[src/rtl/scc_pkg.sv]
package scc_pkg;

    // Sequencer states.
    typedef enum logic [1:0] {
        ST_IDLE  = 2'd0,
        ST_CONV  = 2'd1,
        ST_HOLD  = 2'd2,
        ST_SHIFT = 2'd3
    } seq_state_t;

    // Serial clock events, one system cycle wide.
    typedef struct packed {
        logic rise;
        logic fall;
    } sclk_evt_t;

    function automatic logic is_asleep(input seq_state_t s);
        return (s == ST_IDLE) || (s == ST_HOLD);
    endfunction

    function automatic int half_of(input int d);
        return (d < 2) ? 1 : d / 2;
    endfunction

endpackage

[src/rtl/scc_clkgen.sv]
module scc_clkgen
    import scc_pkg::*;
#(
    parameter int CLK_DIV = 8
) (
    input  logic      clk,
    input  logic      rst,
    input  logic      run,
    input  logic      int_sel,
    input  logic      ext_clk,
    output sclk_evt_t evt,
    output logic      int_clk
);
    localparam int HALF = half_of(CLK_DIV);
    localparam int CW   = (HALF > 1) ? $clog2(HALF) : 1;

    logic [2:0]    ext_pipe;
    logic [CW-1:0] div_cnt;
    logic          wrap;
    logic          ext_rise;
    logic          ext_fall;

    // two sync stages plus one history stage
    always_ff @(posedge clk) begin
        if (rst) ext_pipe <= '0;
        else     ext_pipe <= {ext_pipe[1:0], ext_clk};
    end

    assign ext_rise = ext_pipe[1] & ~ext_pipe[2];
    assign ext_fall = ~ext_pipe[1] & ext_pipe[2];

    assign wrap = (div_cnt == CW'(HALF - 1));

    always_ff @(posedge clk) begin
        if (rst || !run || !int_sel) begin
            div_cnt <= '0;
            int_clk <= 1'b0;
        end else if (wrap) begin
            div_cnt <= '0;
            int_clk <= ~int_clk;
        end else begin
            div_cnt <= div_cnt + 1'b1;
        end
    end

    always_comb begin
        if (int_sel) begin
            evt.rise = run & wrap & ~int_clk;
            evt.fall = run & wrap & int_clk;
        end else begin
            evt.rise = ext_rise;
            evt.fall = ext_fall;
        end
    end

endmodule

[src/rtl/scc_shifter.sv]
module scc_shifter
    import scc_pkg::*;
#(
    parameter int WORD_W = 24
) (
    input  logic              clk,
    input  logic              rst,
    input  logic              load,
    input  logic [WORD_W-1:0] load_val,
    input  logic              active,
    input  sclk_evt_t         evt,
    output logic              msb,
    output logic              last_rise
);
    localparam int CNTW = $clog2(WORD_W + 1);

    logic [WORD_W-1:0] sreg;
    logic [CNTW-1:0]   rises;

    always_ff @(posedge clk) begin
        if (rst) begin
            sreg  <= '0;
            rises <= '0;
        end else if (load) begin
            sreg  <= load_val;
            rises <= '0;
        end else if (active) begin
            if (evt.fall) sreg  <= {sreg[WORD_W-2:0], 1'b0};
            if (evt.rise) rises <= rises + 1'b1;
        end
    end

    assign msb       = sreg[WORD_W-1];
    assign last_rise = active & evt.rise & (rises == CNTW'(WORD_W - 1));

endmodule

[src/rtl/scc_seq.sv]
module scc_seq
    import scc_pkg::*;
(
    input  logic       clk,
    input  logic       rst,
    input  logic       sel_n,
    input  logic       conv_done,
    input  logic       last_rise,
    input  logic       present,
    output seq_state_t state,
    output logic       load,
    output logic       int_mode,
    output logic       conv_start
);
    seq_state_t state_n;

    always_comb begin
        state_n    = state;
        conv_start = 1'b0;
        case (state)
            ST_IDLE: begin
                if (!sel_n) begin
                    state_n    = ST_CONV;
                    conv_start = 1'b1;
                end
            end
            ST_CONV: begin
                if (conv_done) state_n = sel_n ? ST_HOLD : ST_SHIFT;
            end
            ST_HOLD: begin
                if (!sel_n) state_n = ST_SHIFT;
            end
            ST_SHIFT: begin
                if (sel_n) begin
                    state_n = ST_IDLE;
                end else if (last_rise) begin
                    state_n    = ST_CONV;
                    conv_start = 1'b1;
                end
            end
            default: state_n = ST_IDLE;
        endcase
    end

    assign load = (state == ST_CONV) && conv_done;

    always_ff @(posedge clk) begin
        if (rst) begin
            state    <= ST_IDLE;
            int_mode <= 1'b0;
        end else begin
            state <= state_n;
            if (state != ST_SHIFT) int_mode <= ~present;
        end
    end

endmodule

[src/rtl/serial_conv_ctrl.sv]
module serial_conv_ctrl
    import scc_pkg::*;
#(
    parameter int WORD_W  = 24,
    parameter int CLK_DIV = 8
) (
    input  logic              clk,
    input  logic              rst,
    input  logic              chip_sel_n,
    input  logic              ser_clk_in,
    input  logic              ser_clk_present,
    input  logic              conv_done,
    input  logic [WORD_W-1:0] conv_result,
    output logic              conv_start,
    output logic              pwr_down,
    output logic              ser_data,
    output logic              ser_data_oe,
    output logic              ser_clk_out,
    output logic              ser_clk_oe
);
    seq_state_t state;
    sclk_evt_t  evt;
    logic       load;
    logic       int_mode;
    logic       last_rise;
    logic       shifting;

    assign shifting = (state == ST_SHIFT);

    scc_seq u_seq (
        .clk        (clk),
        .rst        (rst),
        .sel_n      (chip_sel_n),
        .conv_done  (conv_done),
        .last_rise  (last_rise),
        .present    (ser_clk_present),
        .state      (state),
        .load       (load),
        .int_mode   (int_mode),
        .conv_start (conv_start)
    );

    scc_clkgen #(.CLK_DIV(CLK_DIV)) u_clk (
        .clk     (clk),
        .rst     (rst),
        .run     (shifting),
        .int_sel (int_mode),
        .ext_clk (ser_clk_in),
        .evt     (evt),
        .int_clk (ser_clk_out)
    );

    scc_shifter #(.WORD_W(WORD_W)) u_shf (
        .clk       (clk),
        .rst       (rst),
        .load      (load),
        .load_val  (conv_result),
        .active    (shifting),
        .evt       (evt),
        .msb       (ser_data),
        .last_rise (last_rise)
    );

    assign pwr_down    = is_asleep(state);
    assign ser_data_oe = shifting & ~chip_sel_n;
    assign ser_clk_oe  = ser_data_oe & int_mode;

endmodule

[config.mk]
export PLATFORM = sky130hd
export DESIGN_NAME = serial_conv_ctrl
export DESIGN_NICKNAME = d
export VERILOG_FILES = /design/src/rtl/scc_pkg.sv /design/src/rtl/scc_clkgen.sv /design/src/rtl/scc_shifter.sv /design/src/rtl/scc_seq.sv /design/src/rtl/serial_conv_ctrl.sv
export SDC_FILE = /design/constraint.sdc
export NUM_CORES = 1
export LEC_CHECK = 0
export ABC_AREA = 1
export BUFFER_PORTS_ARGS = -buffer_cell sky130_fd_sc_hd__buf_4
export CAP_MARGIN = 20
export CORE_AREA = 4 4 85 87
export CTS_CLUSTER_SIZE = 25
export DETAILED_ROUTE_END_ITERATION = 6
export DIE_AREA = 0 0 89 91
export PLACE_DENSITY = 0.46
export REMOVE_ABC_BUFFERS = 1
export SYNTH_ARGS = -nofsm -noshare
export SYNTH_HDL_FRONTEND = slang
export SYNTH_SLANG_ARGS = --single-unit
[constraint.sdc]
create_clock -name clk -period 1.75 [get_ports clk]
set_input_delay 0.175 -clock clk [delete_from_list [all_inputs] [get_ports clk]]
set_output_delay 0.175 -clock clk [all_outputs]
set_load 0.01 [all_outputs]
-- Yosys cells after proc, flatten, opt, wreduce, memory -nomap -nowiden
Cells that the tools add are included.
- register bits: 38
- word-level logic and storage cells: 62
- output and inout bits: 6
- bits of input ports: 30
- eq/ne operators: 10
- add/sub/neg operators: 2
- bitwise logic cells: 14
- multiplexer cells: 15
- reductions and logical operators: 14
- operators with widths (operator ; number):
    24-bit two-way mux ; 3
    2-bit two-way mux ; 6
    1-bit bitwise AND ; 9
    2-bit inequality test, second input constant ; 4
    2-bit one-hot mux with 4 select lines ; 1
    2-bit equality test, second input constant ; 3
    5-bit by 1-bit adder with 5-bit output, second input constant ; 1
    5-bit equality test, second input constant ; 1
    1-bit inverter ; 5
    1-bit two-way mux ; 4
    2-bit AND reduction ; 2
    4-bit AND reduction ; 1
    2-bit nonzero test ; 2
    2-bit OR reduction ; 2
    1-bit logical OR ; 3
    3-bit inequality test, second input constant ; 1
    2-bit by 1-bit adder with 2-bit output, second input constant ; 1
    2-bit by 1-bit equality test with 1-bit output, second input constant ; 1
    1-bit logical NOT ; 2
    2-bit logical NOT ; 1
    1-bit one-hot mux with 2 select lines ; 1
    1-bit logical AND ; 1

-- Logic depth before layout (Yosys ltp)
- word-level depth: 9
- gate-level depth with buffers: 9

-- By module
Synthesis repeated with hierarchy kept, for this count alone.
- cells, all modules: 294
- area total of the unflattened synthesis: 2013.2 sq um
- by module, submodules not included (module ; instances ; cells an instance ; area each (sq um) ; seq. area each (sq um)):
    scc_shifter ; 1 ; 219 ; 1481.4 ; 580.6
    scc_seq ; 1 ; 36 ; 255.2 ; 60.1
    scc_clkgen ; 1 ; 31 ; 237.7 ; 120.1
    serial_conv_ctrl ; 1 ; 8 ; 38.8 ; 0.0

-- Worst setup path after synthesis
No wires, ideal clock.
- kind: reg2out
- start point: register u_seq.state[0]
- end point: output conv_start
- buffers on the path: 0
- stages on the path, launching flop included: 6
- path slack: 0.264 ns
- data required time: 1.575 ns
- arrival time: 1.311 ns
- path through: dfxtp_1 -> ha_1 -> nand2_1 -> o21ai_1 -> nand3_1 -> a211oi_1
- cells in the longest elaborated chain, start to end: 9
- elaborated cells on any way between the ends: 10
- classes of those cells: eq/ne: 1; mux: 4; bitwise: 4; reduce/logical: 1
- RTL lines (element ; line ; text):
    from (decl) ; scc_seq.sv:10 ; output seq_state_t state,
    from (signal assigned) ; scc_seq.sv:52 ; state <= state_n;
    2-bit equality test ; scc_seq.sv:20, serial_conv_ctrl.sv:28 ;
    1-bit bitwise AND (2 in series) ; scc_clkgen.sv:48 ; evt.rise = run & wrap & ~int_clk;
    2-bit two-way mux ; scc_clkgen.sv:47 ; if (int_sel) begin
    1-bit bitwise AND (2 in series) ; scc_shifter.sv:34 ; assign last_rise = active & evt.rise & (rises == CNTW'(WORD_W - 1));
    1-bit two-way mux ; scc_seq.sv:36 ; end else if (last_rise) begin
    1-bit two-way mux ; scc_seq.sv:34 ; if (sel_n) begin
    1-bit one-hot mux with 2 select lines (*) ; scc_seq.sv:20 ; case (state)
    to (decl) ; serial_conv_ctrl.sv:14 ; output logic conv_start,
Mark *: on every way between the ends. The rest lies on a longest branch, timed or not.

-- Worst setup path in the final report
- start point: register u_seq.state[1]
- end point: output conv_start
Same word-level chain as after synthesis.

==> run summary <==
* 382 — placed cells
* 6.77 sq um — mean instance size in the synthesized netlist
* 0.228 — fraction of layout instances using a drive strength above 1
* 0.345 — Simple-Gate Fraction of Synth Area
* 0.00377 ns — clock tree skew after final layout
* 0.815 — normalized max-slew margin
* 393 — number of standard cells in the layout, taps in and fillers out
* 715 — fill cell count
* 2960 microns — Detail Placement HPWL
* 2190 sq um — dpl cell area
* 278 — Post-Synthesis Cells
* 1.08 nW — reported leakage power
* 35 — number of port buffers
* 0.0186 — xor/xnor share of the synthesized area
* yes — CTS tree
* 25.9% — Area growth syn-to-layout
* 0 — count of final setup violators
* 1,695 — vias
* 0.37 ns — maximum single-stage delay on the critical path
* 5 — Worst Path Max Fanout
* 25 — largest net degree at the start of global routing
* nand2_1 — most common cell in the netlist
* 0 — drc violations
* 0.28 ns — clock network latency to the later pin of the worst-skew pair
* 5 — clock buffer count from CTS
* 0 — antenna violations before repair
* 0 — total overflow reported by the global router
* 0 — Hold Violations, Final
* 0 — count of synthesis-stage warnings from yosys
* 0 — DRT antenna net count
* primary output — critical path endpoint category
* 38 — sinks on the clock net
* 0 — post-synthesis mux area share
* 28 — post-synthesis cell type count
* ha_4 -> nand2_1 -> o21ai_2 -> nand3_2 -> a211oi_2 -> buf_4 — series of cell instances along the critical path
* 91 microns — height of the die
* compound AO/OA/AOI/OAI gates — kind of cell adding the most delay to the critical path
* 0 — EDFF count, synth
* dfxtp_1 — cell type with the largest total area after synthesis
* 44 — violation count after the first detailed-routing iteration
* 1,594 — vias in the first global route
* clkbuf_8 — buffer cell driving the clock tree root
* 0.113 — Total Routing Usage GR
* 2 — maximum buffer depth of the clock tree
* 2370 sq um — cell area after layout
* dfxtp_1, nand2_1, nor2_1 — cell types occupying the most area after synthesis
* 0 — ANT cells
* 0.981 — share of the clock period used by the worst path
* 4270 microns — WL final
* 583 MHz — highest clock rate
* reg -> out — Setup CP Type
* 0 — final-report max-slew violation count
* 10.9 microns — wire length per cell
* 7210 microns — first-pass GRT wire length
* in -> reg — Hold Path Class
* dfxtp_1 — Synth Flop Type
* 89 microns — Die X-Extent
* 38 — flops & latches, synth
* 1.72 ns — shortest period the worst path allows
* 1.54 ns — data arrival time of the critical path
* 0.07 ns — clock transition time at the flip-flop clock pins of the worst setup and hold paths
* 4.31 — post-detailed-route via-to-cell ratio
* 1030 nW/um^2 — power density relative to cell area
* register — Startpoint Class
* 6350 sq um — core outline area
* 29 — number of standard-cell rows in the floorplan
* 0 — async set or reset register ratio after synthesis
* dfxtp_4 — Worst path slowest cell
* true — setup repair after global routing missed its margin
* 36 — I/O pin count
* nand2_1, nor2_1, dfxtp_1 — commonest cells in the synthesized netlist
* simple AND/OR/NAND/NOR gates — main combinational cell family by area after synthesis
* 0.000333 V — worst supply voltage drop on vdd
* 0.296 — initial core utilization
* 0.274 ns — transition time of the tightest slew-check pin
* 0.0399 — Synth Area in Adders
* 1.57 ns — required time of the critical path
* 0.404 — share of the yosys chip area belonging to registers
* 1 — worst path buffer plus inverter count
* 0.103 — compound-gate portion of the synthesized area
* 0 — Hold-fix buffers, CTS
* 4 — drt first pass iters
* 0.756 — Routability Congestion
* 0 — max capacitance violation total
* 0.404 — top-area cell type share of the netlist area
* 2 — H-tree Lvls
* 1880 sq um — synthesized cell area
* finished, final reports clean — outcome
* 353 — count of nets after finishing
* 8100 sq um — Die Area
cell usage in the layout, fill, tap and decap left out:
cell      netlist  routed
xnor2_1         2       2
nor3_1          1       1
clkbuf_8        0       6
inv_2           2       1
dfxtp_4         0       2
a211oi_2        0       1
ha_1            6       4
o21ai_1        10       8
nor3_2          1       1
ha_4            0       2
nand3_2         2       3
or2_2           1       1
inv_1          19      19
nand2_4         1       1
buf_4           2      42
nand3_1         5       4
nor2_1         60      59
nand4_1         1       1
dfxtp_2         0       1
o31ai_1         1       1
nor2_2          1       2
o21ai_0        18      18
dfxtp_1        38      35
inv_4           1       2
xor2_1          2       2
nand2_1        84      84
o21ai_2         0       2
a21oi_1         6       6
a21oi_2         1       1
nand2_2         3       3
buf_12          0       1
power by group:
group | internal [mW] | total, mW | switching (mW)
registers | 0.962 | 1.03 | 0.0671
clock network | 0.304 | 0.585 | 0.281
logic | 0.338 | 0.826 | 0.487
kinds of logic after synthesis:
kind of cell | count (synthesis)
and+or+nand+nor | 160
DFF | 38
AOI/OAI and AO/OA | 37
buffers and inverters | 33
adders and majority gates | 6
xor gates and xnor gates | 4
path summary, 6_finish.rpt:
kind                                         from                end  slack (ns)  cells after the start
worst max register to register     u_seq.state[1]      u_shf.sreg[5]        0.18                      8
worst min register to register  u_clk.ext_pipe[0]  u_clk.ext_pipe[1]        0.41                      2
worst min-delay path              ser_clk_present     u_seq.int_mode        0.06                      2
worst max-delay path               u_seq.state[1]         conv_start        0.03                      6
per-layer routing:
| metal | GRT usage | up-vias | part of all wire |
|---|---|---|---|
| met3 | 0.0344 | 8 | 0.037 |
| met2 | 0.176 | 26 | 0.46 |
| met4 | 0.0521 | 0 | 0.028 |
| li1 | - | 936 | - |
| met1 | 0.141 | 725 | 0.47 |
| met5 | 0 | - | 0 |
metrics by stage:
| step | setup TNS (ns) | util | hold slack (ns) | total power [mW] | worst slack (ns) |
|---|---|---|---|---|---|
| after floorplan | 0 | - | 0.237 | 1.53 | 0.144 |
| after global placement | 0 | 0.345 | 0.357 | 1.82 | 0.0164 |
| after detailed placement | 0 | 0.345 | 0.359 | 1.82 | 0.0202 |
| after CTS | 0 | 0.365 | 0.0517 | 2.46 | 0.00304 |
| after global routing | -0.0607 | 0.373 | 0.0695 | 2.65 | -0.0607 |
| final | 0 | 0.373 | 0.0649 | 2.44 | 0.0339 |
registers in the layout, indices dropped and copies added, names as in the netlist:
register and count:
u_shf.rises 5, u_seq.state 2, u_clk.int_clk 1, u_seq.int_mode 1
u_clk.div_cnt 2, u_shf.sreg 24, u_clk.ext_pipe 3
repair_timing:
item,4_1_cts,5_1_grt
resized for setup,10,6
endpoints found under the setup margin,1,3
buffers inserted,1,4
pin swaps,1,6
final cells by class:
class / count / area [sq um] / area share
Tap cell: 77 / 96.3 / 0.0407
Inverter: 22 / 87.6 / 0.0370
Multi-Input combinational cell: 207 / 998 / 0.421
Clock buffer: 6 / 82.6 / 0.0348
Sequential cell: 38 / 769 / 0.325
Timing Repair Buffer: 43 / 335 / 0.141
Note: power is estimated with default switching activity, not from simulation.
